File: src/rtl/reed_deb_pkg.sv
package reed_deb_pkg;
   typedef enum logic [1:0] {
      STEP_HOLD = 2'd0,
      STEP_UP   = 2'd1,
      STEP_DOWN = 2'd2
   } step_e;

   function automatic int unsigned cnt_width(input int unsigned max_val);
      return (max_val < 2) ? 1 : $clog2(max_val + 1);
   endfunction
endpackage

File: src/rtl/reed_line_sync.sv
module reed_line_sync #(
   parameter int unsigned STAGES = 0
) (
   input  logic clk,
   input  logic rst_n,
   input  logic line_raw,
   output logic line_sync
);
   generate
      if (STAGES == 0) begin : g_bypass
         assign line_sync = line_raw;
      end else begin : g_chain
         logic [STAGES-1:0] chain;
         always_ff @(posedge clk or negedge rst_n) begin
            if (!rst_n) chain <= '0;
            else if (STAGES == 1) chain <= line_raw;
            else chain <= {chain[STAGES-2:0], line_raw};
         end
         assign line_sync = chain[STAGES-1];
      end
   endgenerate
endmodule

File: src/rtl/reed_strobe_gen.sv
module reed_strobe_gen #(
   parameter int unsigned CHARGE_CYCLES = 2
) (
   input  logic clk,
   input  logic rst_n,
   input  logic rate_tick,
   output logic strobe_on,
   output logic sample_now
);
   localparam int unsigned RW = (CHARGE_CYCLES > 1) ? $clog2(CHARGE_CYCLES) : 1;
   localparam logic [RW-1:0] LAST = RW'(CHARGE_CYCLES - 1);

   logic          active;
   logic [RW-1:0] remain;

   always_ff @(posedge clk or negedge rst_n) begin
      if (!rst_n) begin
         active <= 1'b0;
         remain <= '0;
      end else if (!active) begin
         if (rate_tick) begin
            active <= 1'b1;
            remain <= LAST;
         end
      end else if (remain == '0) begin
         active <= 1'b0;
      end else begin
         remain <= remain - 1'b1;
      end
   end

   assign strobe_on  = active;
   assign sample_now = active && (remain == '0);
endmodule

File: src/rtl/reed_integrator.sv
module reed_integrator
   import reed_deb_pkg::*;
#(
   parameter int unsigned INTEG_MAX = 4
) (
   input  logic clk,
   input  logic rst_n,
   input  logic sample_vld,
   input  logic sample_bit,
   output logic level,
   output logic fall_evt,
   output logic rise_evt
);
   localparam int unsigned CW = cnt_width(INTEG_MAX);
   localparam logic [CW-1:0] TOP = CW'(INTEG_MAX);

   logic [CW-1:0] count, count_nxt;
   logic          level_nxt;
   step_e         step;

   always_comb begin
      step = STEP_HOLD;
      if (sample_vld) begin
         if (sample_bit) begin
            if (count != TOP) step = STEP_UP;
         end else begin
            if (count != '0) step = STEP_DOWN;
         end
      end
      unique case (step)
         STEP_UP:   count_nxt = count + 1'b1;
         STEP_DOWN: count_nxt = count - 1'b1;
         default:   count_nxt = count;
      endcase
      level_nxt = level;
      if (level && (count_nxt == '0)) level_nxt = 1'b0;
      else if (!level && (count_nxt == TOP)) level_nxt = 1'b1;
   end

   always_ff @(posedge clk or negedge rst_n) begin
      if (!rst_n) begin
         count    <= TOP;
         level    <= 1'b1;
         fall_evt <= 1'b0;
         rise_evt <= 1'b0;
      end else begin
         count    <= count_nxt;
         level    <= level_nxt;
         fall_evt <= level & ~level_nxt;
         rise_evt <= ~level & level_nxt;
      end
   end
endmodule

File: src/rtl/reed_strobe_debounce.sv
module reed_strobe_debounce #(
   parameter int unsigned CHARGE_CYCLES = 2,
   parameter int unsigned INTEG_MAX     = 4,
   parameter int unsigned SYNC_STAGES   = 0
) (
   input  logic clk,
   input  logic rst_n,
   input  logic rate_tick,
   input  logic line_in,
   output logic pullup_en,
   output logic level_out,
   output logic fall_pulse,
   output logic rise_pulse
);
   initial begin
      if (CHARGE_CYCLES < 1) $error("CHARGE_CYCLES must be at least 1");
      if (INTEG_MAX < 1)     $error("INTEG_MAX must be at least 1");
      if (SYNC_STAGES > 4)   $error("SYNC_STAGES must be 4 or less");
   end

   logic line_s;
   logic sample_now;

   reed_line_sync #(.STAGES(SYNC_STAGES)) u_sync (
      .clk       (clk),
      .rst_n     (rst_n),
      .line_raw  (line_in),
      .line_sync (line_s)
   );

   reed_strobe_gen #(.CHARGE_CYCLES(CHARGE_CYCLES)) u_strobe (
      .clk        (clk),
      .rst_n      (rst_n),
      .rate_tick  (rate_tick),
      .strobe_on  (pullup_en),
      .sample_now (sample_now)
   );

   reed_integrator #(.INTEG_MAX(INTEG_MAX)) u_integ (
      .clk        (clk),
      .rst_n      (rst_n),
      .sample_vld (sample_now),
      .sample_bit (line_s),
      .level      (level_out),
      .fall_evt   (fall_pulse),
      .rise_evt   (rise_pulse)
   );
endmodule

File: config.mk
export PLATFORM = sky130hd
export DESIGN_NAME = reed_strobe_debounce
export DESIGN_NICKNAME = d
export VERILOG_FILES = /design/src/rtl/reed_deb_pkg.sv /design/src/rtl/reed_line_sync.sv /design/src/rtl/reed_strobe_gen.sv /design/src/rtl/reed_integrator.sv /design/src/rtl/reed_strobe_debounce.sv
export SDC_FILE = /design/constraint.sdc
export NUM_CORES = 1
export LEC_CHECK = 0
export CAP_MARGIN = 25
export CORE_UTILIZATION = 29
export DETAILED_ROUTE_END_ITERATION = 8
export HOLD_SLACK_MARGIN = 0.15
export PLACE_DENSITY = 0.5
export SETUP_SLACK_MARGIN = 0.5
export SYNTH_ARGS = -nofsm -noshare
export SYNTH_HDL_FRONTEND = slang
export SYNTH_SLANG_ARGS = --single-unit
File: constraint.sdc
create_clock -name clk -period 2.4 [get_ports clk]
set_input_delay 0.48 -clock clk [delete_from_list [all_inputs] [get_ports clk]]
set_output_delay 0.48 -clock clk [all_outputs]
set_load 0.1 [all_outputs]
# [Word-level counts from Yosys, hierarchy flattened]
# Cells that the tools add are included.
[classes] n_addsub=3 eq_ne=4 mux=13 bitwise=5 n_reduce_logical=7
[ops] op="$mux 1" n=9
[ops] op="$mux 2" n=3
[ops] op="$pmux 3 s2" n=1
[ops] op="$add 3x1->3 const B" n=1
[ops] op="$eq 3x3->1 const B" n=1
[ops] op="$logic_and 1x1->1" n=3
[ops] op="$logic_not 3->1" n=1
[ops] op="$ne 3x3->1 const B" n=1
[ops] op="$not 1->1" n=3
[ops] op="$reduce_bool 3->1" n=1
[ops] op="$sub 3x1->3 const B" n=1
[ops] op="$and 1x1->1" n=2
[ops] op="$eq 2x1->1 const B" n=1
[ops] op="$eq 2x2->1 const B" n=1
[ops] op="$reduce_bool 2->1" n=1
[ops] op="$logic_not 1->1" n=1
[ops] op="$sub 1x1->1 const B" n=1
[totals] register_bits=8 inputBits=4 out_inout_bits=4 wordCells=38

# [Longest topological paths before layout]
# Gate-level depths: netlist (run 1).
[logic_depth] word_depth=12 depth_mapped=9 depth_no_buf=9

# [Modules after synthesis]
# A second synthesis (run 1) with hierarchy kept.
[unflattened] hier_cells=36 area_unflattened_um2=417.9
[by_module_without_submodules] mod="reed_integrator" n_inst=1 cells_each=30 area_per_inst_um2=329.1 seq_area_each_um2=152.6
[by_module_without_submodules] mod="reed_strobe_gen" n_inst=1 cells_each=5 area_per_inst_um2=81.3 seq_area_each_um2=50.0
[by_module_without_submodules] mod="reed_line_sync" n_inst=1 cells_each=1 area_per_inst_um2=7.5 seq_area_each_um2=0.0

# [Worst setup path after synthesis (run 1)]
# No wires, ideal clock.
[synth_timing] kind="register to register" from="reg u_strobe.active, in the netlist u_strobe.strobe_on" to="reg u_integ.fall_evt" setup_time_ns=0.120 arrival_ns=2.574 t_required_ns=2.280 setup_slack_ns=-0.294 stages_incl_launch_ff=8 path_buffers=0 synth_period_minus_slack_ns=2.694 cell_sequence="dfrtp_1 > nor4b_1 > ha_1 > inv_1 > fa_1 > xor2_1 > or3_4 > and4_1"
[synth_via] elab_chain_cells=10 word_cells_on_any_way=13 classes_between="eq/ne: 3; mux: 4; bitwise: 2; reduce/logical: 4"
[synth_rtl] item="start: declaration" line_no="reed_strobe_gen.sv:13" source="logic active;"
[synth_rtl] item="start signal: assignment" line_no="reed_strobe_gen.sv:18" source="active <= 1'b0;"
[synth_rtl] item="start signal: assignment" line_no="reed_strobe_gen.sv:22" source="active <= 1'b1;"
[synth_rtl] item="start signal: assignment" line_no="reed_strobe_gen.sv:26" source="active <= 1'b0;"
[synth_rtl] item="$logic_and 1x1->1 (*)" line_no="reed_strobe_gen.sv:33" source="assign sample_now = active && (remain == '0);"
[synth_rtl] item="$mux 2 (*)" line_no="reed_integrator.sv:23" source="if (sample_vld) begin"
[synth_rtl] item="$eq 2x2->1 / $eq 2x1->1 (equally long branches)" line_no="reed_integrator.sv:30" source="unique case (step)"
[synth_rtl] item="$pmux 3 s2 (*)" line_no="reed_integrator.sv:30"
[synth_rtl] item="$eq 3x3->1" line_no="reed_integrator.sv:37" source="else if (!level && (count_nxt == TOP)) level_nxt = 1'b1;"
[synth_rtl] item="$logic_and 1x1->1" line_no="reed_integrator.sv:37"
[synth_rtl] item="$mux 1" line_no="reed_integrator.sv:37"
[synth_rtl] item="$mux 1 (*)" line_no="reed_integrator.sv:36" source="if (level && (count_nxt == '0)) level_nxt = 1'b0;"
[synth_rtl] item="$not 1->1 (*)" line_no="reed_integrator.sv:49" source="fall_evt <= level & ~level_nxt;"
[synth_rtl] item="$and 1x1->1 (*)" line_no="reed_integrator.sv:49"
[synth_rtl] item="end signal: assignment" line_no="reed_integrator.sv:49"
[synth_rtl] item="end: declaration" line_no="reed_integrator.sv:11" source="output logic fall_evt,"
# Mark *: on every way between the ends. The rest lies on a longest branch, timed or not.
# A chain may end at the register's enable or synchronous reset.

# [Worst setup path after layout (run 1)]
[layout_timing] from="reg u_integ.count[2]" to="reg u_integ.rise_evt"
[layout_via] elab_chain_cells=11 word_cells_on_any_way=18 classes_between="add/sub: 2; eq/ne: 4; mux: 7; bitwise: 1; reduce/logical: 4"
[layout_rtl] item="start: declaration" line_no="reed_integrator.sv:17" source="logic [CW-1:0] count, count_nxt;"
[layout_rtl] item="start signal: assignment" line_no="reed_integrator.sv:47" source="count <= count_nxt;"
[layout_rtl] item="$ne 3x3->1 / $reduce_bool 3->1 (equally long branches)" line_no="reed_integrator.sv:25, reed_integrator.sv:27"
[layout_rtl] item="$mux 1 / $mux 2 (equally long branches)" line_no="reed_integrator.sv:25, reed_integrator.sv:27"
[layout_rtl] item="$mux 2" line_no="reed_integrator.sv:24" source="if (sample_bit) begin"
[layout_rtl] item="$mux 2" line_no="reed_integrator.sv:23"
[layout_rtl] item="$eq 2x2->1 / $eq 2x1->1 (equally long branches)" line_no="reed_integrator.sv:30"
[layout_rtl] item="$pmux 3 s2 (*)" line_no="reed_integrator.sv:30"
[layout_rtl] item="$eq 3x3->1" line_no="reed_integrator.sv:37"
[layout_rtl] item="$logic_and 1x1->1" line_no="reed_integrator.sv:37"
[layout_rtl] item="$mux 1" line_no="reed_integrator.sv:37"
[layout_rtl] item="$mux 1 (*)" line_no="reed_integrator.sv:36"
[layout_rtl] item="$and 1x1->1 (*)" line_no="reed_integrator.sv:50" source="rise_evt <= ~level & level_nxt;"
[layout_rtl] item="end signal: assignment" line_no="reed_integrator.sv:50"
[layout_rtl] item="end: declaration" line_no="reed_integrator.sv:12" source="output logic rise_evt"
# Marked as above.

==> flow_summary_export.csv, run 1 <==
group,metric,value,unit
final_layout,layout-drive-gt1-share,42.9,%
detailed_routing,post_drt_wl_per_cell,12.4,µm
detailed_routing,wl,792,µm
critical_path,end_kind,"flop",
critical_path,max_stage_delay,540,ps
global_routing,grt_max_degree,10,
detailed_routing,via_per_inst,4.92,
floorplanning,start_util,31.4,%
clocking,cts_made_buffers,3,
clocking,clock_sinks,8,
critical_path,critPathLaunchType,"flop",
global_routing,grt_overflow,0,
critical_path,path_buf_inv,1,
floorplanning,core-area,1300,µm²
sta,tightest_slew,351,ps
sta,period_minus_slack,2200,ps
logic_synthesis,async_flop_share,100,%
detailed_routing,drt_iter0_markers,2,
logic_synthesis,synthCells,36,
sta,fin_skew,1.44,ps
critical_path,worstPathArrival,2370,ps
clocking,cts_max_level,1,
floorplanning,die-area,1560,µm²
sta,max-slew-margin-rel,76.6,%
sta,drv_slew,0,
clocking,cts_root_buf,"clkbuf_4",
logic_synthesis,synth_cell_types,24,
clocking,cts.clk_slew.worst_paths,60,ps
floorplanning,std_cell_rows,13,
floorplanning,ios,8,
logic_synthesis,syn_nets,42,
final_layout,final_cells,64,
sta,max_freq,0.456,GHz
critical_path,path_max_fanout,4,
clocking,cts_tree,"done",
logic_synthesis,synth_ff_type,"dfrtp_1",
detailed_routing,wl_met2,413,µm
detailed_routing,top_layer,"met4",
critical_path,worstPathCellList,"nor3_2 > nor4b_4 > ha_2 > inv_2 > fa_2 > xor2_1 > or3_4 > a211oi_2",
detailed_routing,drc,0,
detailed_routing,met3_length,30,µm
sta,finalHoldViolCount,0,
floorplanning,die_y,39.6,µm
logic_synthesis,synth_edf_count,0,
global_routing,antenna_found_initial,0,
placed_design,dpl.hpwl,574,µm
logic_synthesis,synth-warning-count,0,
hold_path,worst_hold_path_type,"in -> async",
logic_synthesis,synth_common_cells,"dfrtp_1, inv_1, nand2_1, nor2_1, dfstp_2",
detailed_routing,first_pass_iters,4,
sta,finalCritPeriodShare,91.5,%
run_status,outcome,"complete, no violations",
final_layout,fill_cells,133,
critical_path,path_delay_family,"simple AND/OR/NAND/NOR gates",
sta,setup_viol,0,
logic_synthesis,synthMostInstantiatedCell,"dfrtp_1",
detailed_routing,wl_met1,335,µm
critical_path,worst-setup-path-type,"reg -> reg",
placed_design,dp.cells,59,
clocking,clkLatencyLatePin,260,ps
clocking,cts_buffer_depth,2,
logic_synthesis,synth_largest_area_cell,"dfrtp_1",
placed_design,io_buffers,7,
critical_path,cp_slowest_cell,"dfstp_2",
critical_path,required,2580,ps
global_routing,grt_pass1_vias,321,
final_layout,antenna_cells,0,
placed_design,gp_congestion,0.740,
global_routing,grt_pass1_wl,1350,µm
logic_synthesis,ys_top_cells_by_area,"dfrtp_1, dfstp_2, fa_1, a211oi_2, ha_1",
logic_synthesis,yosysSeqAreaShare,49.5,%
floorplanning,die_w,39.6,µm
global_routing,grt_util_all_layers,14.0,%
clocking,hold_buffers,0,
final_layout,area.growth.synth_to_final,35.2,%
job,cap_violations,0,
logic_synthesis,ys_ff_latch,8,
logic_synthesis,syn_area_per_cell,11.4,µm²
logic_synthesis,synth_top_area_share,36.7,%
detailed_routing,final_antenna_net_count,0,
detailed_routing,vias,315,
logic_synthesis,syn_area,409,µm²
sta,rsz0062_at_grt,"true",
final_layout,nets,56,
==> state kept, by name, summed over array words and instances, names as in the netlist <==
| name | count |
|---|---|
| u_integ.level | 1 |
| u_integ.count | 3 |
| u_integ.rise_evt | 1 |
| u_strobe.strobe_on | 1 |
| u_integ.fall_evt | 1 |
| u_strobe.remain | 1 |
==> kinds of logic (layout without fill, tap and decap cells) <==
logic type	Yosys count	count (layout)	share of synthesized area, %
and+or+nand+nor	12	12	18.0
AOI/OAI and AO/OA	7	7	11.9
DFF	8	8	49.5
xor gates and xnor gates	2	2	4.28
buffers and inverters	4	17	5.50
muxes	1	1	2.75
adders and majority gates	2	2	7.95
==> worst paths after layout <==
path,startpoint,endpoint,slack [ps],depth (start not counted)
max,u_integ.count[2],u_integ.rise_evt,200,8
min,rst_n,u_integ.count[0],490,1
min in group clk,u_strobe.strobe_on,u_strobe.remain,530,1
max reg2reg,u_integ.count[2],u_integ.rise_evt,200,8
min reg2reg,u_strobe.strobe_on,u_strobe.remain,530,1
max in group asynchronous,rst_n,u_integ.count[2],1610,1
==> per-layer routing <==
metal | track usage, % | up-vias
li1 | - | 155
met1 | 14.4 | 149
met2 | 21.7 | 9
met3 | 6.82 | 2
met4 | 10.3 | 0
met5 | 0 | -
==> layout by cell type (no fill, tap or decap) <==
cell type / count
xor2_1: 1
clkbuf_4: 3
a21o_1: 1
o21ai_1: 1
a31oi_1: 1
clkbuf_1: 1
o21ai_0: 1
dlygate4sd2_1: 1
dfrtp_4: 1
nor3_2: 1
dfstp_2: 2
nand4b_1: 1
fa_2: 1
nor2_1: 3
dfrtp_1: 5
and4_1: 1
buf_4: 7
nor4b_4: 1
clkdlybuf4s50_1: 2
inv_2: 1
mux2_2: 1
a211oi_1: 1
a211oi_2: 1
inv_1: 2
xnor2_1: 1
a21oi_1: 1
or3_4: 1
nand2_1: 3
and3b_1: 1
ha_2: 1
==> stage by stage <==
stage          area, µm²  hold slack (ps)  TNS, ps  util [%]  setup WS [ps]
6_report             553              492        0      42.5            205
5_1_grt              553              514        0      42.5           84.7
4_1_cts              553              503        0      42.5            189
3_5_place_dp         515              520     -714      39.6           -250
3_3_place_gp         515              508     -620      39.6           -221
2_1_floorplan        433              184        0         -            163
==> repair_timing <==
item	in CTS	in global routing
pin swaps	4	3
resized for setup	2	0
setup endpoints to repair	5	4
setup buffers	1	0
==> area by class of cell <==
cell class                 count  area, µm²  area share (%)
multi-input combinational     24        209            37.8
inverter                       3       11.3            2.04
tap                           15       18.8            3.39
timing repair buffer          10       81.3            14.7
sequential                     8        206            37.3
clock buffer                   4       26.3            4.75
Power of run 1 is left out: the tool's default activity adds up to more than one toggle a clock period on the data nets, which glitch-free logic cannot reach.
==> run 2: changes to the inputs <==
PLACE_DENSITY = 0.49   (was 0.5)
SYNTH_HIERARCHICAL = 1   (was default)
==> run 2 against run 1 <==
  * Worst hold slack got worse by 2.0 ps
  * Area after synthesis up 2.1%
  * Via count unchanged
  * Non-clock buffer count is the same
  * Final cell count unchanged
  * Die area up 2.0%
  * Global-route usage increased by 0.25 points
  * Synthesized cell count unchanged
  * Wire length is 9.8% higher
  * Count of clock-buffer cells in the layout is the same
  * Sequential cell count did not move
  * First-iteration DRC count did not move
==> flow_summary_export.csv, run 2 <==
group,metric,value,unit
logic_synthesis,synth_cell_types,25,
floorplanning,std_cell_rows,13,
logic_synthesis,syn_area,418,µm²
critical_path,r2r_start,"u_integ/count[2]",
clocking,cts_max_level,1,
detailed_routing,via_per_inst,4.92,
global_routing,grt_pass1_wl,1390,µm
sta,rsz0062_at_grt,"true",
clocking,clkLatencyLatePin,260,ps
sta,tightest_slew,364,ps
sta,fin_skew,12.4,ps
placed_design,dpl.hpwl,626,µm
sta,period_minus_slack,2210,ps
critical_path,ff2ff_path_depth,8,
logic_synthesis,syn_area_per_cell,11.6,µm²
logic_synthesis,synth_top_area_share,35.9,%
placed_design,io_buffers,7,
global_routing,antenna_found_initial,0,
final_layout,largest_reg_flops,3,
critical_path,worstPathArrival,2370,ps
clocking,cts_buffer_depth,2,
logic_synthesis,synthCells,36,
final_layout,layout-drive-gt1-share,51.0,%
sta,fin_ws,186,ps
final_layout,final_cell_mix,"buf_4, dfrtp_1, clkbuf_4",
critical_path,worstSetupEndpoint,"u_integ/fall_evt",
logic_synthesis,ys_ff_latch,8,
sta,finalHoldViolCount,0,
clocking,clock_sinks,8,
sta,drv_slew,0,
sta,setup_viol,0,
floorplanning,die_w,40.0,µm
logic_synthesis,synthMostInstantiatedCell,"dfrtp_1",
detailed_routing,first_pass_iters,2,
detailed_routing,post_drt_wl_per_cell,13.6,µm
clocking,hold_buffers,0,
detailed_routing,wl,870,µm
logic_synthesis,synth_common_cells,"dfrtp_1, inv_1",
clocking,cts_root_buf,"clkbuf_4",
logic_synthesis,synth-warning-count,6,
critical_path,reg2reg_to,"u_integ/fall_evt",
final_layout,nets,56,
run_status,outcome,"complete, no violations",
floorplanning,core-area,1320,µm²
job,cap_violations,0,
global_routing,grt_pass1_vias,339,
critical_path,end_kind,"flop",
hold_path,worst_hold_path_type,"in -> async",
critical_path,required,2560,ps
critical_path,max_stage_delay,570,ps
final_layout,fill_cells,120,
floorplanning,start_util,31.7,%
detailed_routing,final_antenna_net_count,0,
critical_path,rrSetupSlack,190,ps
floorplanning,die_y,40.0,µm
global_routing,grt_util_all_layers,14.3,%
logic_synthesis,synth_largest_area_cell,"dfrtp_1",
logic_synthesis,ys_top_cells_by_area,"dfrtp_1, dfstp_2, fa_1, mux2_4, a211oi_2",
sta,finalCritPeriodShare,92.3,%
global_routing,grt_max_degree,9,
sta,max-slew-margin-rel,75.6,%
critical_path,worstPathCellList,"nor3_2 > nor3b_2 > ha_2 > inv_2 > fa_2 > xor2_1 > or3_4 > and4_1",
logic_synthesis,synth_edf_count,0,
critical_path,path_max_fanout,4,
clocking,cts.clk_slew.worst_paths,60,ps
critical_path,critPathLaunchType,"flop",
critical_path,critPathLaunch,"u_integ/count[2]",
detailed_routing,vias,315,
final_layout,mostFrequentLayoutCell,"buf_4",
clocking,cts_tree,"done",
placed_design,gp_congestion,0.714,
critical_path,worst-setup-path-type,"reg -> reg",
logic_synthesis,async_flop_share,100,%
logic_synthesis,syn_nets,42,
final_layout,antenna_cells,0,
critical_path,cp_slowest_cell,"dfstp_2",
sta,max_freq,0.452,GHz
logic_synthesis,yosysSeqAreaShare,48.5,%
placed_design,pre_cts_slack,-141,ps
detailed_routing,drc,0,
final_layout,top_register,"u_integ/count",
detailed_routing,drt_iter0_markers,2,
global_routing,grt_overflow,0,
logic_synthesis,synth_ff_type,"dfrtp_1",
final_layout,area.growth.synth_to_final,35.6,%
floorplanning,ios,8,
floorplanning,die-area,1600,µm²
clocking,cts_made_buffers,3,
## run 2: what timing repair did
item | CTS | global route
setup buffers | 2 | 0
pin swaps | 6 | 4
gates resized for setup | 4 | 0
setup endpoints to repair | 4 | 4
## run 2: logic make-up after synthesis
group,after synthesis,share of synthesized area (%)
XOR/XNOR,2,4.19
multiplexers,1,3.59
adder cells (fa/ha/maj),2,7.78
buffers and inverters,4,4.49
flip-flops,8,48.5
AO/OA/AOI/OAI,5,9.28
AND/OR/NAND/NOR,14,22.2
## run 2: area by class of cell
class | instances | area, µm² | area share, %
repair buffers | 10 | 81.3 | 14.3
inverters | 3 | 11.3 | 1.99
multi-input cells | 24 | 223 | 39.3
clock buffers | 4 | 26.3 | 4.64
flip-flops and latches | 8 | 206 | 36.4
well taps | 15 | 18.8 | 3.31
## run 2: worst min path at each step
stage	start	to	depth (start not counted)
floorplan	rst_n	u_integ/count[0]	0
global placement	u_integ/count[0]	u_integ/count[0]	1
detailed placement	u_integ/level	u_integ/fall_evt	1
CTS	rst_n	u_strobe/strobe_on	1
global route	rst_n	u_integ/fall_evt	1
finish	rst_n	u_strobe/strobe_on	1
## run 2: per-stage QoR
step                hold WS, ps  instances  area (µm²)  utilization (%)  setup TNS (ps)
floorplan                   184         36         439                -               0
finish                      490         64         567             43.0               0
global route                498         64         567             43.0               0
CTS                         505         64         567             43.0               0
detailed placement          550         58         518             39.3            -310
global placement            545         58         518             39.3            -177
## run 2: critical path, delay by kind of cell (launching register included)
kind                     cells  cell delay (ps)
adder cells (fa/ha/maj)      2              560
AND/OR/NAND/NOR              4              780
flip-flops                   1              570
XOR/XNOR                     1              160
buffers and inverters        1               40
## run 2: layer usage
metal | GRT usage (%) | vias up | routed length (µm)
li1 | - | 150 | -
met1 | 11.2 | 156 | 308
met2 | 27.8 | 9 | 493
met3 | 10.0 | 0 | 69
met4 | 2.59 | 0 | 0
met5 | 0 | - | 0
Power of run 2 is left out for the same reason.
==> run 3: changes to the inputs <==
CORE_MARGIN = 1.5   (was default)
==> run 3 against run 2 <==
  * Sequential share of layout area down 0.71 points
  * Register-to-register slack about the same
  * Clock skew down 7.9 ps
  * Critical path depth unchanged
  * Critical path type unchanged
  * Via count down 1.3%
  * Setup slack better by 9.5 ps
  * First-iteration DRC count rose to 3.5 times the previous value
  * Wire length down 8.5%
  * Count of clock-buffer cells in the layout unchanged
  * Die area up 5.1%
==> flow_summary_export.csv, run 3 (synthesized netlist as in run 2, its figures left out) <==
group,metric,value,unit
run_status,outcome,"complete, no violations",
floorplanning,start_util,31.7,%
placed_design,dp.cells,58,
clocking,clkLatencyLatePin,250,ps
placed_design,gp_congestion,0.703,
final_layout,final_cells,64,
sta,max-slew-margin-rel,76.0,%
detailed_routing,first_pass_iters,4,
clocking,cts_made_buffers,3,
critical_path,r2r_start,"u_strobe/strobe_on",
final_layout,nets,56,
detailed_routing,drt_iter0_markers,7,
critical_path,critPathLaunchType,"flop",
critical_path,worstPathCellList,"nor2b_4 > nor3b_2 > ha_2 > inv_2 > fa_2 > and3b_2 > or2_4 > and4_1",
sta,whs,498,ps
detailed_routing,drc,0,
critical_path,worstPathArrival,2350,ps
floorplanning,std_cell_rows,13,
final_layout,stdcell_area,578,µm²
final_layout,seqCellArea,206,µm²
final_layout,top_register,"u_integ/count",
critical_path,cp_slowest_cell,"dfrtp_4",
global_routing,grt_pass1_vias,319,
sta,tightest_slew,358,ps
global_routing,grt_util_all_layers,12.5,%
global_routing,grt_overflow,0,
clocking,cts_root_buf,"clkbuf_4",
final_layout,layout-drive-gt1-share,55.1,%
floorplanning,ios,8,
sta,setup_viol,0,
hold_path,worst_hold_path_type,"in -> async",
sta,fin_skew,4.51,ps
placed_design,io_buffers,7,
critical_path,worst-setup-path-type,"reg -> reg",
clocking,cts_tree,"done",
floorplanning,die_w,41.0,µm
final_layout,antenna_cells,0,
clocking,cts.clk_slew.worst_paths,60,ps
sta,drv_slew,0,
global_routing,grt_max_degree,9,
sta,max_freq,0.454,GHz
sta,finalHoldViolCount,0,
sta,finalCritPeriodShare,91.9,%
placed_design,dpl.hpwl,557,µm
clocking,hold_buffers,0,
critical_path,required,2550,ps
final_layout,multi_input_area,234,µm²
final_layout,postLayoutCoreUtil,43.9,%
final_layout,fill_cells,125,
sta,period_minus_slack,2200,ps
clocking,cts_buffer_depth,2,
detailed_routing,post_drt_wl_per_cell,12.4,µm
global_routing,antenna_found_initial,0,
job,cap_violations,0,
clocking,cts_max_level,1,
critical_path,max_stage_delay,490,ps
critical_path,end_kind,"flop",
detailed_routing,wl,796,µm
global_routing,grt_pass1_wl,1260,µm
final_layout,area.growth.synth_to_final,38.3,%
detailed_routing,via_per_inst,4.86,
final_layout,largest_reg_flops,3,
sta,rsz0062_at_grt,"true",
detailed_routing,vias,311,
clocking,clock_sinks,8,
detailed_routing,final_antenna_net_count,0,
floorplanning,core-area,1320,µm²
floorplanning,die-area,1680,µm²
final_layout,final_cell_mix,"buf_4, dfrtp_1, clkbuf_4",
floorplanning,die_y,41.0,µm
critical_path,critPathLaunch,"u_strobe/strobe_on",
placed_design,dpl_cell_area,518,µm²
final_layout,mostFrequentLayoutCell,"buf_4",
critical_path,path_max_fanout,4,
-- run 3: worst paths after layout --
path	depth (start not counted)	to	slack, ps
max in group asynchronous	1	u_integ/count[2]	1590
worst min register to register	1	u_integ/fall_evt	570
min in group clk	1	u_integ/fall_evt	570
worst max-delay path	8	u_integ/fall_evt	200
worst min-delay path	1	u_integ/fall_evt	500
worst max register to register	8	u_integ/fall_evt	200
-- run 3: cell type report --
class                   instances  share of cell area, %
multi-input cells              24                   40.5
well taps                      15                   3.25
inverters                       3                   1.95
repair buffers                 10                   14.1
clock buffers                   4                   4.55
flip-flops and latches          8                   35.7
-- run 3: stage by stage --
step           setup WS [ps]  setup TNS, ps
5_1_grt                  137              0
3_3_place_gp           -92.2           -161
6_report                 195              0
2_1_floorplan           74.6              0
4_1_cts                  202              0
3_5_place_dp            -137           -291
-- run 3: worst max-delay path, delay by kind of cell (launching register included) --
family | cells | cell delay (ps)
buf+inv | 1 | 50
fa+ha+maj | 2 | 630
flops | 1 | 490
simple gates | 5 | 930
-- run 3: what timing repair did --
item,4_1_cts,5_1_grt
resized for setup,1,5
setup buffers,1,1
pin swaps,2,4
setup endpoints to repair,4,4
-- run 3: per-layer routing --
layer / part of all wire [%] / GRT usage [%]
met1: 42 / 12.9
met5: 0 / 0
met2: 52 / 19.9
met3: 5.9 / 6.52
met4: 0 / 7.50
Power of run 3 is left out for the same reason.
